`config.mk`:
```
export PLATFORM = sky130hd
export DESIGN_NAME = hbr_mem_route
export DESIGN_NICKNAME = d
export VERILOG_FILES = /design/src/rtl/hbr_pkg.sv /design/src/rtl/hbr_cfg_regs.sv /design/src/rtl/hbr_shadow_map.sv /design/src/rtl/hbr_smram_gate.sv /design/src/rtl/hbr_cfg_readback.sv /design/src/rtl/hbr_mem_route.sv
export SDC_FILE = /design/constraint.sdc
export NUM_CORES = 1
export LEC_CHECK = 0
export ABC_AREA = 1
export BUFFER_PORTS_ARGS = -buffer_cell sky130_fd_sc_hd__buf_2
export CAP_MARGIN = 25
export CORE_UTILIZATION = 40
export CTS_CLUSTER_SIZE = 14
export DETAILED_ROUTE_END_ITERATION = 16
export PLACE_DENSITY_LB_ADDON = 0.05
export SLEW_MARGIN = 15
export SYNTH_ARGS = -nofsm -noshare
export SYNTH_HDL_FRONTEND = slang
export SYNTH_HIERARCHICAL = 1
export SYNTH_SLANG_ARGS = --single-unit
export TNS_END_PERCENT = 5
```
`constraint.sdc`:
```
create_clock -name clk -period 0.8 [get_ports clk]
set_input_delay 0.12 -clock clk [delete_from_list [all_inputs] [get_ports clk]]
set_output_delay 0.12 -clock clk [all_outputs]
set_load 0.005 [all_outputs]
```
`src/rtl/hbr_pkg.sv`:
```
package hbr_pkg;
    localparam int NUM_REGIONS = 13;
    localparam int ATTR_BYTES  = (NUM_REGIONS + 2) / 2;

    localparam logic [7:0] ATTR_BASE = 8'h59;
    localparam logic [7:0] SMRAM_OFS = 8'h72;
    localparam logic [7:0] MEMSZ_OFS = 8'h57;

    localparam logic [7:0] ATTR_MASK_FIRST = 8'h30;
    localparam logic [7:0] ATTR_MASK_PAIR  = 8'h33;
    localparam logic [7:0] SMRAM_RESET     = 8'h02;
    localparam logic [7:0] SMRAM_MASK      = 8'h7F;

    localparam int SM_OPEN_BIT   = 6;
    localparam int SM_LOCK_BIT   = 4;
    localparam int SM_ENABLE_BIT = 3;

    localparam logic [23:0] CLASS_CODE = 24'h060000;
    localparam logic [7:0]  REVISION   = 8'h02;

    typedef logic [ATTR_BYTES-1:0][7:0] attr_bank_t;

    typedef struct packed {
        attr_bank_t attr;
        logic [7:0] smram;
        logic       remap;
    } route_state_t;

    function automatic int unsigned region_byte(input int unsigned idx);
        return (idx + 1) / 2;
    endfunction

    function automatic int unsigned region_lsb(input int unsigned idx);
        return (idx % 2 == 1) ? 0 : 4;
    endfunction
endpackage

```
`src/rtl/hbr_cfg_regs.sv`:
```
module hbr_cfg_regs
    import hbr_pkg::*;
(
    input  logic        clk,
    input  logic        rst_n,
    input  logic        wr,
    input  logic [5:0]  dw_addr,
    input  logic [3:0]  be,
    input  logic [31:0] wdata,
    output attr_bank_t  attr_q,
    output logic [7:0]  smram_q,
    output logic        remap_q
);
    localparam route_state_t RESET_ST = '{attr: '0, smram: SMRAM_RESET, remap: 1'b0};

    route_state_t st_d, st_q;

    always_comb begin
        st_d       = st_q;
        st_d.remap = 1'b0;
        for (int b = 0; b < 4; b++) begin
            logic [7:0] ofs;
            ofs = {dw_addr, 2'(b)};
            if (wr && be[b]) begin
                for (int k = 0; k < ATTR_BYTES; k++) begin
                    if (ofs == ATTR_BASE + 8'(k)) begin
                        st_d.attr[k] = wdata[8*b +: 8] &
                                       ((k == 0) ? ATTR_MASK_FIRST : ATTR_MASK_PAIR);
                        st_d.remap   = 1'b1;
                    end
                end
                if (ofs == SMRAM_OFS) begin
                    st_d.smram = wdata[8*b +: 8] & SMRAM_MASK;
                    st_d.remap = 1'b1;
                end
            end
        end
    end

    always_ff @(posedge clk or negedge rst_n) begin
        if (!rst_n) st_q <= RESET_ST;
        else        st_q <= st_d;
    end

    assign attr_q  = st_q.attr;
    assign smram_q = st_q.smram;
    assign remap_q = st_q.remap;

    // a remap request is only ever the echo of a write
    a_r7_remap_needs_write: assert property (@(posedge clk) disable iff (!rst_n)
        remap_q |-> $past(wr));

    // the lock bit never blocks a later SMRAM write
    a_r6_lock_no_effect: assert property (@(posedge clk) disable iff (!rst_n)
        $past(wr && be[2] && dw_addr == SMRAM_OFS[7:2] && smram_q[SM_LOCK_BIT])
        |-> smram_q == ($past(wdata[23:16]) & SMRAM_MASK));
endmodule

```
`src/rtl/hbr_shadow_map.sv`:
```
module hbr_shadow_map
    import hbr_pkg::*;
(
    input  attr_bank_t             attr,
    output logic [NUM_REGIONS-1:0] rd_en,
    output logic [NUM_REGIONS-1:0] wr_en
);
    for (genvar i = 0; i < NUM_REGIONS; i++) begin : g_region
        localparam int BYTE_IDX = region_byte(i);
        localparam int FIELD_LO = region_lsb(i);
        assign rd_en[i] = attr[BYTE_IDX][FIELD_LO];
        assign wr_en[i] = attr[BYTE_IDX][FIELD_LO + 1];
    end
endmodule

```
`src/rtl/hbr_smram_gate.sv`:
```
module hbr_smram_gate
    import hbr_pkg::*;
(
    input  logic [7:0] smram,
    output logic       pci_vis,
    output logic       smm_en
);
    assign pci_vis = ~smram[SM_OPEN_BIT];
    assign smm_en  = smram[SM_ENABLE_BIT];
endmodule

```
`src/rtl/hbr_cfg_readback.sv`:
```
module hbr_cfg_readback
    import hbr_pkg::*;
#(
    parameter int          MIB_W     = 16,
    parameter logic [15:0] VENDOR_ID = 16'hC0DE,
    parameter logic [15:0] DEVICE_ID = 16'h0F10
) (
    input  logic [5:0]       dw_addr,
    input  attr_bank_t       attr,
    input  logic [7:0]       smram,
    input  logic [MIB_W-1:0] mem_mib,
    output logic [31:0]      rdata
);
    localparam int UNIT_W = MIB_W - 3;

    logic [UNIT_W-1:0] units;
    logic [7:0]        size_byte;

    assign units     = mem_mib[MIB_W-1:3];
    assign size_byte = (units > UNIT_W'(255)) ? 8'hFF : units[7:0];

    always_comb begin
        for (int b = 0; b < 4; b++) begin
            logic [7:0] ofs;
            logic [7:0] val;
            ofs = {dw_addr, 2'(b)};
            val = 8'h00;
            case (ofs)
                8'h00: val = VENDOR_ID[7:0];
                8'h01: val = VENDOR_ID[15:8];
                8'h02: val = DEVICE_ID[7:0];
                8'h03: val = DEVICE_ID[15:8];
                8'h08: val = REVISION;
                8'h09: val = CLASS_CODE[7:0];
                8'h0A: val = CLASS_CODE[15:8];
                8'h0B: val = CLASS_CODE[23:16];
                default: val = 8'h00;
            endcase
            if (ofs == MEMSZ_OFS) val = size_byte;
            if (ofs == SMRAM_OFS) val = smram;
            for (int k = 0; k < ATTR_BYTES; k++)
                if (ofs == ATTR_BASE + 8'(k)) val = attr[k];
            rdata[8*b +: 8] = val;
        end
    end
endmodule

```
`src/rtl/hbr_mem_route.sv`:
```
module hbr_mem_route
    import hbr_pkg::*;
#(
    parameter int          MIB_W     = 16,
    parameter logic [15:0] VENDOR_ID = 16'hC0DE,
    parameter logic [15:0] DEVICE_ID = 16'h0F10
) (
    input  logic                   clk,
    input  logic                   rst_n,
    input  logic                   cfg_wr,
    input  logic [5:0]             cfg_dw_addr,
    input  logic [3:0]             cfg_be,
    input  logic [31:0]            cfg_wdata,
    output logic [31:0]            cfg_rdata,
    input  logic [MIB_W-1:0]       mem_total_mib,
    output logic [NUM_REGIONS-1:0] shd_rd_en,
    output logic [NUM_REGIONS-1:0] shd_wr_en,
    output logic                   smram_pci_vis,
    output logic                   smram_smm_en,
    output logic                   remap_req
);
    attr_bank_t attr_q;
    logic [7:0] smram_q;

    hbr_cfg_regs u_regs (
        .clk     (clk),
        .rst_n   (rst_n),
        .wr      (cfg_wr),
        .dw_addr (cfg_dw_addr),
        .be      (cfg_be),
        .wdata   (cfg_wdata),
        .attr_q  (attr_q),
        .smram_q (smram_q),
        .remap_q (remap_req)
    );

    hbr_shadow_map u_map (
        .attr  (attr_q),
        .rd_en (shd_rd_en),
        .wr_en (shd_wr_en)
    );

    hbr_smram_gate u_smram (
        .smram   (smram_q),
        .pci_vis (smram_pci_vis),
        .smm_en  (smram_smm_en)
    );

    hbr_cfg_readback #(
        .MIB_W     (MIB_W),
        .VENDOR_ID (VENDOR_ID),
        .DEVICE_ID (DEVICE_ID)
    ) u_rd (
        .dw_addr (cfg_dw_addr),
        .attr    (attr_q),
        .smram   (smram_q),
        .mem_mib (mem_total_mib),
        .rdata   (cfg_rdata)
    );

    // routing outputs hold after a cycle without a write
    a_r10_hold_without_write: assert property (@(posedge clk) disable iff (!rst_n)
        !$past(cfg_wr) |-> ($stable(shd_rd_en) && $stable(shd_wr_en) &&
                            $stable(smram_pci_vis) && $stable(smram_smm_en)));

    // any change of a routing output comes with a remap request
    a_r7_change_has_remap: assert property (@(posedge clk) disable iff (!rst_n)
        (!$stable(shd_rd_en) || !$stable(shd_wr_en) ||
         !$stable(smram_pci_vis) || !$stable(smram_smm_en)) |-> remap_req);
endmodule

```
==> impl_table.tex, run 1 <==
\begin{tabular}{lr}
\hline
Metric & Value \\
\hline
\multicolumn{2}{l}{\textbf{Critical path}} \\
Top cell family by delay on the critical path & flip-flops \\
Maximum fanout along the worst path & 2 \\
CP cell instances & nand4\_1, nand3\_1, buf\_2 \\
Reg2Reg Setup Slack & 40 ps \\
Type of element launching the critical path & register \\
Kind of critical path & register to output pin \\
Worst setup EP type & output pin \\
Required time of the worst setup path & 680 ps \\
Slowest stage delay, CP & 530 ps \\
R2r startpoint & u\_regs/attr\_q[25]\$\_DFFE\_PN0P\_ \\
Worst reg-to-reg path cell count & 3 \\
CP Buf/Inv Count & 1 \\
Worst reg2reg path endpoint & u\_regs/attr\_q[25]\$\_DFFE\_PN0P\_ \\
Worst EP arrival & 1090 ps \\
Slowest cell on crit path & dfstp\_2 \\
\multicolumn{2}{l}{\textbf{Die}} \\
Initial Utilization & 0.413 \\
Core area & 0.00676 sq mm \\
Overall die width & 85.5 um \\
FP Rows & 30 \\
Die ar. & 0.00731 sq mm \\
Top Ports & 122 \\
Chip height & 85.5 um \\
\multicolumn{2}{l}{\textbf{Cells and area}} \\
Count of inserted antenna diode cells & 0 \\
Area overhead of the layout relative to synthesis & 36.7\% \\
NumNets Final & 578 \\
Ratio of cells with drive above 1 in the final layout & 0.412 \\
Number of inserted filler cells in the final layout & 658 \\
\multicolumn{2}{l}{\textbf{CTS}} \\
Clock sink count & 34 \\
H-tree depth & 2 \\
TritonCTS Buffers & 5 \\
Clock Pin Slew Worst Setup and Hold Paths & 60 ps \\
Clock tree from TritonCTS & yes \\
Clock Root Buffer & clkbuf\_8 \\
Worst-Skew Late Latency & 280 ps \\
Buffer levels on the longest clock path & 2 \\
\multicolumn{2}{l}{\textbf{Detailed routing}} \\
Number of DRC markers in iteration 0 & 134 \\
Routed vias & 2857 \\
Average routed wire per standard cell & 12.8 um \\
Detailed-route wire length & 7660 um \\
Final antenna-violating net count & 0 \\
Routed via count divided by cell count & 4.79 \\
Number of iterations in the first detailed-routing pass & 4 \\
DRC violations left & 0 \\
\multicolumn{2}{l}{\textbf{Power and ir drop}} \\
Pwr dens & 1140 mW/mm\^{}2 \\
Worst vdd rail ir drop & 0.946 mV \\
Leakage power of the design & 2.19 nW \\
\multicolumn{2}{l}{\textbf{Synthesis}} \\
Most frequently used cell type in the post-synthesis netlist & nand2\_1 \\
Cells taking the most area after synthesis & dfrtp\_1, buf\_4, nand2\_1 \\
Syn avg cell area & 7.26 sq um \\
Synth Flop Type & dfrtp\_1 \\
Biggest area consumer among synthesized cells & dfrtp\_1 \\
Synthesized instance count & 384 \\
Total number of yosys warnings & 6 \\
Synth Cell Area & 0.00279 sq mm \\
Cell types with the highest counts after synthesis & nand2\_1, nand3\_1, buf\_4, nand4\_1, dfrtp\_1 \\
Library cells used by synthesis & 23 \\
Number of synthesized flops with an enable pin & 0 \\
Fraction of registers with async set/reset & 1.00 \\
Number of storage elements in the synthesis netlist & 34 \\
Sequential fraction of the synthesis area & 0.306 \\
Synth top area share & 0.296 \\
\multicolumn{2}{l}{\textbf{STA}} \\
Setup ws final & -409 ps \\
Highest clock frequency the design can meet & 827 MHz \\
Smallest hold slack & 68.4 ps \\
Final Skew & 0 ps \\
Max-slew violation count & 0 \\
Shortest period the worst path allows & 1210 ps \\
Fraction of the cycle the final worst path needs & 1.51 \\
Final setup violating endpoints & 60 \\
Final hold violation count & 0 \\
Unrepaired setup endpoints after global routing & yes \\
\multicolumn{2}{l}{\textbf{GRT}} \\
Global-route met3 utilization & 0.0379 \\
Pin count of the biggest net entering global routing & 35 \\
GRT Residual Overflow & 0 \\
Global-route wire length before repair & 12600 um \\
Vias in the first global route & 2662 \\
Tot GR Track Use & 0.219 \\
Initial antenna violation count & 0 \\
Fraction of met2 tracks used by global routing & 0.362 \\
Met1 layer usage reported by global route & 0.296 \\
Most Crowded Layer GR & met2 \\
\multicolumn{2}{l}{\textbf{Run}} \\
Reported max-cap violation count & 0 \\
\multicolumn{2}{l}{\textbf{Hold path}} \\
Cell depth of the worst hold path & 3 \\
Hold path startpoint & cfg\_wdata[19] \\
Sink of the worst hold path & u\_regs/smram\_q[3]\$\_DFFE\_PN0P\_ \\
Class of the tightest hold or removal check & input pin to register \\
\multicolumn{2}{l}{\textbf{Placed design}} \\
HPWL Detailed & 6020 um \\
Worst setup slack before clock tree synthesis & -358 ps \\
Number of port buffers & 102 \\
Global placement routability congestion & 0.896 \\
\multicolumn{2}{l}{\textbf{Status}} \\
Failing checks & setup timing \\
Result of the run & complete, but fails checks \\
\hline
\end{tabular}
## worst max path at each step
stage                                       start            end  cells past startpoint
detailed placement                 cfg_dw_addr[2]  cfg_rdata[25]                      8
global placement                   cfg_dw_addr[4]  cfg_rdata[21]                      7
floorplan                          cfg_dw_addr[5]  cfg_rdata[28]                      6
CTS                 u_regs/smram_q[1]$_DFFE_PN1P_  cfg_rdata[17]                      3
global route        u_regs/smram_q[1]$_DFFE_PN1P_  cfg_rdata[17]                      3
finish              u_regs/smram_q[1]$_DFFE_PN1P_  cfg_rdata[17]                      3
## cells in the final DEF, fill, tap and decap left out
cell             n
nor3_4           1
buf_2           84
inv_1           13
dlygate4sd3_1    1
nand3_1         58
nor2_2           2
inv_2            7
nand3_2          5
clkbuf_8         5
nand2_4          2
conb_1          31
inv_4            2
clkinv_1         1
nand2_2          6
o21ai_0          1
nand4_4          1
buf_6           33
nor2_1           5
o21ai_2          1
clkbuf_1         2
dfrtp_1         33
buf_12           3
nor2_4           9
buf_8            1
nand3_4          3
nand4_1         43
o21ai_1          3
nand2_1        113
buf_4           47
dfstp_2          1
## cells by family (layout without fill, tap and decap cells)
group,Yosys count,after routing,share of synthesized area
simple gates,248,248,0.447
other cells,1,31,0.00135
compound gates,5,5,0.00898
flops,34,34,0.306
buf+inv,96,199,0.237
## repair_timing
| action | in CTS | in global routing |
|---|---|---|
| setup endpoints to repair | 62 | 90 |
| gates cloned | 1 | 0 |
| pin swaps | 23 | 12 |
| hold buffers | 1 | 0 |
| buffers inserted | 2 | 1 |
| gates resized for setup | 29 | 40 |
| hold endpoints to repair | 33 | 0 |
## per-stage QoR
step	instances	power, mW	utilization	TNS [ps]	area [sq um]
floorplan	414	2.62	-	-205	2910
global placement	585	2.99	0.510	-17540	3450
detailed placement	585	3.00	0.510	-18410	3450
CTS	596	4.30	0.543	-14150	3670
global route	597	4.65	0.564	-16210	3810
finish	597	4.36	0.564	-13140	3810
## per-layer routing
layer  part of all wire  wire, um
met5                  0         0
met4              0.012        93
met3              0.044       335
met2               0.49      3760
met1               0.45      3470
## layout make-up
class | count | area, sq um | area share
multi-input cells | 284 | 1460 | 0.383
repair buffers | 169 | 1230 | 0.323
flip-flops and latches | 34 | 852 | 0.224
well taps | 80 | 100 | 0.0263
inverters | 23 | 91.3 | 0.0240
clock buffers | 7 | 76.3 | 0.0200
## sequential cells by signal, indices dropped and copies added (netlist names)
signal          cells
u_regs/smram_q      7
u_regs/remap_q      1
u_regs/attr_q      26
## report_power, final
| group | switching (mW) | leakage [nW] | internal [mW] |
|---|---|---|---|
| clock | 0.584 | 0.0383 | 0.599 |
| sequential | 0.112 | 0.460 | 1.86 |
| combinational | 0.588 | 1.69 | 0.617 |
| total | 1.28 | 2.19 | 3.07 |
## tightest hold or removal path, cell delays in order
cell and delay [ps]:
buf_2 70, nand3_1 60, nand2_1 60
No activity file was read; power rests on OpenSTA's default activity.
==> inputs of run 2 (changes only) <==
--- a/config.mk
+++ b/config.mk
@@ -9,8 +9,8 @@
 export BUFFER_PORTS_ARGS = -buffer_cell sky130_fd_sc_hd__buf_2
 export CAP_MARGIN = 25
 export CORE_UTILIZATION = 40
-export CTS_CLUSTER_SIZE = 14
 export DETAILED_ROUTE_END_ITERATION = 16
+export MAX_ROUTING_LAYER = met4
 export PLACE_DENSITY_LB_ADDON = 0.05
 export SLEW_MARGIN = 15
 export SYNTH_ARGS = -nofsm -noshare
==> constraint.sdc (replaced) <==
create_clock -name clk -period 0.8 [get_ports clk]
set_input_delay 0.2 -clock clk [delete_from_list [all_inputs] [get_ports clk]]
set_output_delay 0.2 -clock clk [all_outputs]
set_load 0.005 [all_outputs]
==> run 2 against run 1 <==
The flow still finishes with violations (setup timing). Die area unchanged. Final cell count increased by 2.7%. Hold slack improved by 76 ps. Combinational power increased by 22%. Flip-flop and latch count unchanged. Power increased by 16%. Worst setup slack got worse by 90 ps. Via count increased by 2.2%. Clock skew unchanged. Fmax decreased by 6.9%.
==> impl_table.tex, run 2 (synthesis gave the netlist of run 1 again) <==
\begin{tabular}{lr}
\hline
Metric & Value \\
\hline
\multicolumn{2}{l}{\textbf{Critical path}} \\
Worst reg-to-reg path cell count & 3 \\
Required time of the worst setup path & 600 ps \\
Slowest stage delay, CP & 530 ps \\
Maximum fanout along the worst path & 2 \\
Worst setup EP type & output pin \\
CP Buf/Inv Count & 1 \\
Type of element launching the critical path & register \\
Worst reg2reg path endpoint & u\_regs/attr\_q[21]\$\_DFFE\_PN0P\_ \\
Worst EP arrival & 1100 ps \\
Slowest cell on crit path & dfstp\_2 \\
R2r startpoint & u\_regs/attr\_q[21]\$\_DFFE\_PN0P\_ \\
CP cell instances & nand4\_1, nand3\_1, buf\_2 \\
Reg2Reg Setup Slack & 10 ps \\
Top cell family by delay on the critical path & flip-flops \\
Kind of critical path & register to output pin \\
\multicolumn{2}{l}{\textbf{Detailed routing}} \\
Number of DRC markers in iteration 0 & 129 \\
Length of routed met2 wiring & 4150 um \\
DRC violations left & 0 \\
Average routed wire per standard cell & 13.3 um \\
Number of iterations in the first detailed-routing pass & 6 \\
Top metal layer carrying routed signals & met4 \\
M1 WL & 3690 um \\
Routed via count divided by cell count & 4.76 \\
Met3 wirelength from detailed routing & 275 um \\
Final antenna-violating net count & 0 \\
Detailed-route wire length & 8150 um \\
Routed vias & 2919 \\
\multicolumn{2}{l}{\textbf{Placed design}} \\
Number of port buffers & 102 \\
Global placement routability congestion & 0.816 \\
HPWL Detailed & 6150 um \\
\multicolumn{2}{l}{\textbf{STA}} \\
Final setup violating endpoints & 69 \\
Max-slew violation count & 0 \\
Final Skew & 0 ps \\
Highest clock frequency the design can meet & 770 MHz \\
Shortest period the worst path allows & 1300 ps \\
Unrepaired setup endpoints after global routing & yes \\
Final hold violation count & 0 \\
Fraction of the cycle the final worst path needs & 1.62 \\
Setup ws final & -498 ps \\
\multicolumn{2}{l}{\textbf{Die}} \\
Core area & 0.00676 sq mm \\
Chip height & 85.5 um \\
Initial Utilization & 0.413 \\
FP Rows & 30 \\
Overall die width & 85.5 um \\
Top Ports & 122 \\
Die ar. & 0.00731 sq mm \\
\multicolumn{2}{l}{\textbf{Run}} \\
Reported max-cap violation count & 0 \\
\multicolumn{2}{l}{\textbf{Hold path}} \\
Class of the tightest hold or removal check & input pin to register \\
Cell depth of the worst hold path & 3 \\
Sink of the worst hold path & u\_regs/smram\_q[6]\$\_DFFE\_PN0P\_ \\
Hold path startpoint & cfg\_wdata[22] \\
\multicolumn{2}{l}{\textbf{CTS}} \\
TritonCTS Buffers & 5 \\
Clock Root Buffer & clkbuf\_8 \\
Clock tree from TritonCTS & yes \\
Clock Pin Slew Worst Setup and Hold Paths & 70 ps \\
Clock sink count & 34 \\
Buffer levels on the longest clock path & 2 \\
H-tree depth & 2 \\
Worst-Skew Late Latency & 280 ps \\
\multicolumn{2}{l}{\textbf{Cells and area}} \\
Number of inserted filler cells in the final layout & 635 \\
Ratio of cells with drive above 1 in the final layout & 0.454 \\
Highest-count cells in the layout ignoring fill and taps & nand2\_1, buf\_2, nand3\_1, buf\_6 \\
NumNets Final & 593 \\
Utilization after layout & 0.634 \\
Most frequent standard cell in the layout excluding fill and tap cells & nand2\_1 \\
Count of inserted antenna diode cells & 0 \\
Number of flip-flops in the largest register & 26 \\
Area overhead of the layout relative to synthesis & 53.5\% \\
\multicolumn{2}{l}{\textbf{GRT}} \\
Vias in the first global route & 2672 \\
Pin count of the biggest net entering global routing & 17 \\
Tot GR Track Use & 0.233 \\
GRT Residual Overflow & 0 \\
Global-route wire length before repair & 13000 um \\
Initial antenna violation count & 0 \\
\multicolumn{2}{l}{\textbf{Status}} \\
Failing checks & setup timing \\
Result of the run & complete, but fails checks \\
\multicolumn{2}{l}{\textbf{Power and ir drop}} \\
Pwr dens & 1180 mW/mm\^{}2 \\
Power after layout & 5.07 mW \\
Leakage power of the design & 2.38 nW \\
Worst vdd rail ir drop & 1.00 mV \\
\hline
\end{tabular}
==> run 2: cell types whose count changed in the layout (fill, tap and decap cells not counted), moves of 2 or more <==
| cell | change |
|---|---|
| buf_12 | +10 |
| nor2_1 | -4 |
| nand3_2 | +5 |
| o21ai_1 | +2 |
| buf_4 | -4 |
| nand3_1 | -6 |
| nor2_2 | +3 |
| buf_6 | +14 |
| buf_2 | -9 |
==> run 2: stage by stage <==
step                      instances  setup TNS, ps  area [sq um]  hold slack [ps]  worst slack, ps
final                           613         -19710          4280              144             -498
after CTS                       608         -21420          4130              134             -508
after detailed placement        592         -30490          3600             96.9             -577
after global placement          592         -29950          3600             94.0             -552
after global routing            613         -22880          4280              148             -559
after floorplan                 414          -6250          2970            -95.6             -140
==> run 2: cell type report <==
cell class / instances / area (sq um) / share of cell area
Tap cell: 80 / 100 / 0.0234
Sequential cell: 34 / 852 / 0.199
Multi-Input combinational cell: 285 / 1540 / 0.360
Clock buffer: 7 / 86.3 / 0.0202
Inverter: 23 / 110 / 0.0257
Timing Repair Buffer: 183 / 1560 / 0.365
Clock inverter: 1 / 30.0 / 0.00702
==> run 2: worst max-delay path by stage <==
stage / startpoint / endpoint / slack [ps] / depth (start not counted)
global placement: cfg_dw_addr[4] / cfg_rdata[20] / -550 / 7
CTS: u_regs/smram_q[1]$_DFFE_PN1P_ / cfg_rdata[17] / -510 / 3
detailed placement: cfg_dw_addr[4] / cfg_rdata[20] / -580 / 7
floorplan: cfg_dw_addr[5] / cfg_rdata[28] / -140 / 6
finish: u_regs/smram_q[1]$_DFFE_PN1P_ / cfg_rdata[17] / -500 / 3
global route: u_regs/smram_q[1]$_DFFE_PN1P_ / cfg_rdata[17] / -560 / 3
==> run 2: repair_timing <==
| action | in CTS | in global routing |
|---|---|---|
| hold endpoints to repair | 8 | 0 |
| hold buffers | 1 | 0 |
| pin swaps | 15 | 24 |
| cloned | 1 | 1 |
| endpoints found under the setup margin | 92 | 101 |
| gates resized for setup | 76 | 31 |
| setup buffers | 6 | 4 |
==> run 2: per-layer routing <==
metal | global-route usage | up-vias
li1 | - | 1500
met5 | - | -
met3 | 0.0263 | 2
met2 | 0.388 | 69
met4 | 0.0485 | 0
met1 | 0.306 | 1348
==> run 2: report_power, final <==
part,internal (mW),switching [mW]
logic,0.803,0.658
clock network,1.02,0.622
registers,1.86,0.109
total,3.68,1.39
==> run 2: worst reg2reg max path, cell delays in order, from the launching register on <==
cell and delay, ps:
dfrtp_1 420, buf_6 140, nand2_1 60, nand2_1 60
==> inputs of run 3 (changes only) <==
--- a/config.mk
+++ b/config.mk
@@ -9,9 +9,11 @@
 export BUFFER_PORTS_ARGS = -buffer_cell sky130_fd_sc_hd__buf_2
 export CAP_MARGIN = 25
 export CORE_UTILIZATION = 40
+export CTS_CLUSTER_SIZE = 28
 export DETAILED_ROUTE_END_ITERATION = 16
 export MAX_ROUTING_LAYER = met4
 export PLACE_DENSITY_LB_ADDON = 0.05
+export SETUP_SLACK_MARGIN = 0.15
 export SLEW_MARGIN = 15
 export SYNTH_ARGS = -nofsm -noshare
 export SYNTH_HDL_FRONTEND = slang
==> run 3 against run 2 <==
Utilization shrank 0.11 points. Largest power group unchanged. Global-route usage increased by 0.085 points. Critical endpoint unchanged. Register-to-register slack about the same. Worst setup slack improved by 5.7 ps. The run ends with hold timing, setup timing left. Final cell count shrank 0.16%. Fmax up 0.44%. Flip-flop and latch count stayed put.
==> impl_table.tex, run 3 (synthesis gave the netlist of run 1 again) <==
\begin{tabular}{lr}
\hline
Metric & Value \\
\hline
\multicolumn{2}{l}{\textbf{Placed design}} \\
Worst setup slack before clock tree synthesis & -577 ps \\
Placed inst area & 0.00360 sq mm \\
\# placed instances & 592 \\
HPWL Detailed & 6150 um \\
Number of port buffers & 102 \\
Global placement routability congestion & 0.816 \\
\multicolumn{2}{l}{\textbf{Critical path}} \\
Startpoint of the most critical setup path & u\_regs/smram\_q[1]\$\_DFFE\_PN1P\_ \\
Required time of the worst setup path & 600 ps \\
Reg2Reg Setup Slack & 10 ps \\
Worst reg-to-reg path cell count & 3 \\
Type of element launching the critical path & register \\
Kind of critical path & register to output pin \\
R2r startpoint & u\_regs/attr\_q[21]\$\_DFFE\_PN0P\_ \\
Worst reg2reg path endpoint & u\_regs/attr\_q[21]\$\_DFFE\_PN0P\_ \\
Worst setup EP type & output pin \\
Maximum fanout along the worst path & 2 \\
End point of the critical path & cfg\_rdata[17] \\
Worst EP arrival & 1090 ps \\
\multicolumn{2}{l}{\textbf{Die}} \\
Overall die width & 85.5 um \\
Die ar. & 0.00731 sq mm \\
Top Ports & 122 \\
Initial Utilization & 0.413 \\
Core area & 0.00676 sq mm \\
FP Rows & 30 \\
Chip height & 85.5 um \\
\multicolumn{2}{l}{\textbf{Power and ir drop}} \\
Pwr dens & 1180 mW/mm\^{}2 \\
Leakage power of the design & 2.38 nW \\
Worst vdd rail ir drop & 0.996 mV \\
\multicolumn{2}{l}{\textbf{STA}} \\
Final Skew & 0 ps \\
Fraction of the cycle the final worst path needs & 1.62 \\
Max-slew violation count & 0 \\
Final hold violation count & 8 \\
Smallest hold slack & -217 ps \\
Setup ws final & -493 ps \\
Setup Total Neg Slack & -19700 ps \\
Highest clock frequency the design can meet & 774 MHz \\
Unrepaired setup endpoints after global routing & yes \\
Final setup violating endpoints & 70 \\
Shortest period the worst path allows & 1290 ps \\
\multicolumn{2}{l}{\textbf{GRT}} \\
Tot GR Track Use & 0.234 \\
Global-route wire length before repair & 13000 um \\
Initial antenna violation count & 0 \\
Vias in the first global route & 2679 \\
Pin count of the biggest net entering global routing & 17 \\
GRT Residual Overflow & 0 \\
\multicolumn{2}{l}{\textbf{CTS}} \\
Clock Root Buffer & clkbuf\_8 \\
TritonCTS Buffers & 5 \\
Worst-Skew Late Latency & 280 ps \\
Clock Pin Slew Worst Setup and Hold Paths & 80 ps \\
Buffer levels on the longest clock path & 2 \\
Clock sink count & 34 \\
H-tree depth & 2 \\
Clock tree from TritonCTS & yes \\
\multicolumn{2}{l}{\textbf{Cells and area}} \\
Number of inserted filler cells in the final layout & 636 \\
Highest-count cells in the layout ignoring fill and taps & nand2\_1, buf\_2, nand3\_1, buf\_6, buf\_4 \\
Final Cell Area & 0.00427 sq mm \\
Number of flip-flops in the largest register & 26 \\
Final std cells w/o fill & 612 \\
Ratio of cells with drive above 1 in the final layout & 0.457 \\
Count of inserted antenna diode cells & 0 \\
Area overhead of the layout relative to synthesis & 53.3\% \\
NumNets Final & 592 \\
Utilization after layout & 0.632 \\
Most frequent standard cell in the layout excluding fill and tap cells & nand2\_1 \\
\multicolumn{2}{l}{\textbf{Hold path}} \\
Class of the tightest hold or removal check & input pin to async pin \\
\multicolumn{2}{l}{\textbf{Detailed routing}} \\
Number of DRC markers in iteration 0 & 112 \\
Average routed wire per standard cell & 13.3 um \\
Detailed-route wire length & 8140 um \\
Routed vias & 2900 \\
DRC violations left & 0 \\
Final antenna-violating net count & 0 \\
Number of iterations in the first detailed-routing pass & 6 \\
Routed via count divided by cell count & 4.74 \\
\multicolumn{2}{l}{\textbf{Run}} \\
Reported max-cap violation count & 0 \\
\multicolumn{2}{l}{\textbf{Status}} \\
Failing checks & hold timing, setup timing \\
Result of the run & complete, but fails checks \\
\hline
\end{tabular}
-- run 3: metrics by stage --
step | hold slack (ps) | total power, mW
after floorplan | -95.6 | 2.65
after global placement | 94.0 | 3.08
after detailed placement | 96.9 | 3.09
after CTS | -222 | 5.05
after global routing | -211 | 5.33
final | -217 | 5.06
-- run 3: layout make-up --
class | count | area, sq um | area share
sequential | 34 | 852 | 0.199
multi-input combinational | 285 | 1540 | 0.361
inverter | 23 | 111 | 0.0261
timing repair buffer | 182 | 1550 | 0.363
tap | 80 | 100 | 0.0234
clock buffer | 7 | 86.3 | 0.0202
clock inverter | 1 | 30.0 | 0.00703
-- run 3: worst max-delay path, stage by stage (launching register included) --
cell,delay (ps)
dfstp_2,530
nand4_1,90
nand3_1,80
buf_2,110
-- run 3: where the power goes --
group / leakage (nW) / internal, mW / switching [mW] / total (mW)
registers: 0.460 / 1.86 / 0.108 / 1.97
clock network: 0.0585 / 1.02 / 0.621 / 1.64
logic: 1.86 / 0.800 / 0.658 / 1.46
total: 2.38 / 3.67 / 1.39 / 5.06
-- run 3: worst min path at each step --
stage          startpoint                             to  slack (ps)  cells past startpoint
2_1_floorplan       rst_n  u_regs/attr_q[12]$_DFFE_PN0P_        -100                      0
3_3_place_gp        rst_n  u_regs/attr_q[13]$_DFFE_PN0P_          90                      1
3_5_place_dp        rst_n  u_regs/attr_q[13]$_DFFE_PN0P_         100                      1
4_1_cts             rst_n  u_regs/attr_q[13]$_DFFE_PN0P_        -220                      1
5_1_grt             rst_n  u_regs/attr_q[13]$_DFFE_PN0P_        -210                      1
6_report            rst_n  u_regs/attr_q[13]$_DFFE_PN0P_        -220                      1
-- run 3: per-layer routing --
layer,track usage,part of all wire,vias to the layer above
met3,0.0263,0.033,2
li1,-,-,1496
met1,0.306,0.45,1335
met2,0.391,0.51,67
met5,-,0,-
met4,0.0485,0.0036,0
-- run 3: repair_timing --
action                     CTS  global route
gates cloned                 1             1
setup endpoints to repair   92            92
pin swaps                   16            24
setup buffers                6             4
hold endpoints to repair     8             8
gates resized for setup     79            28
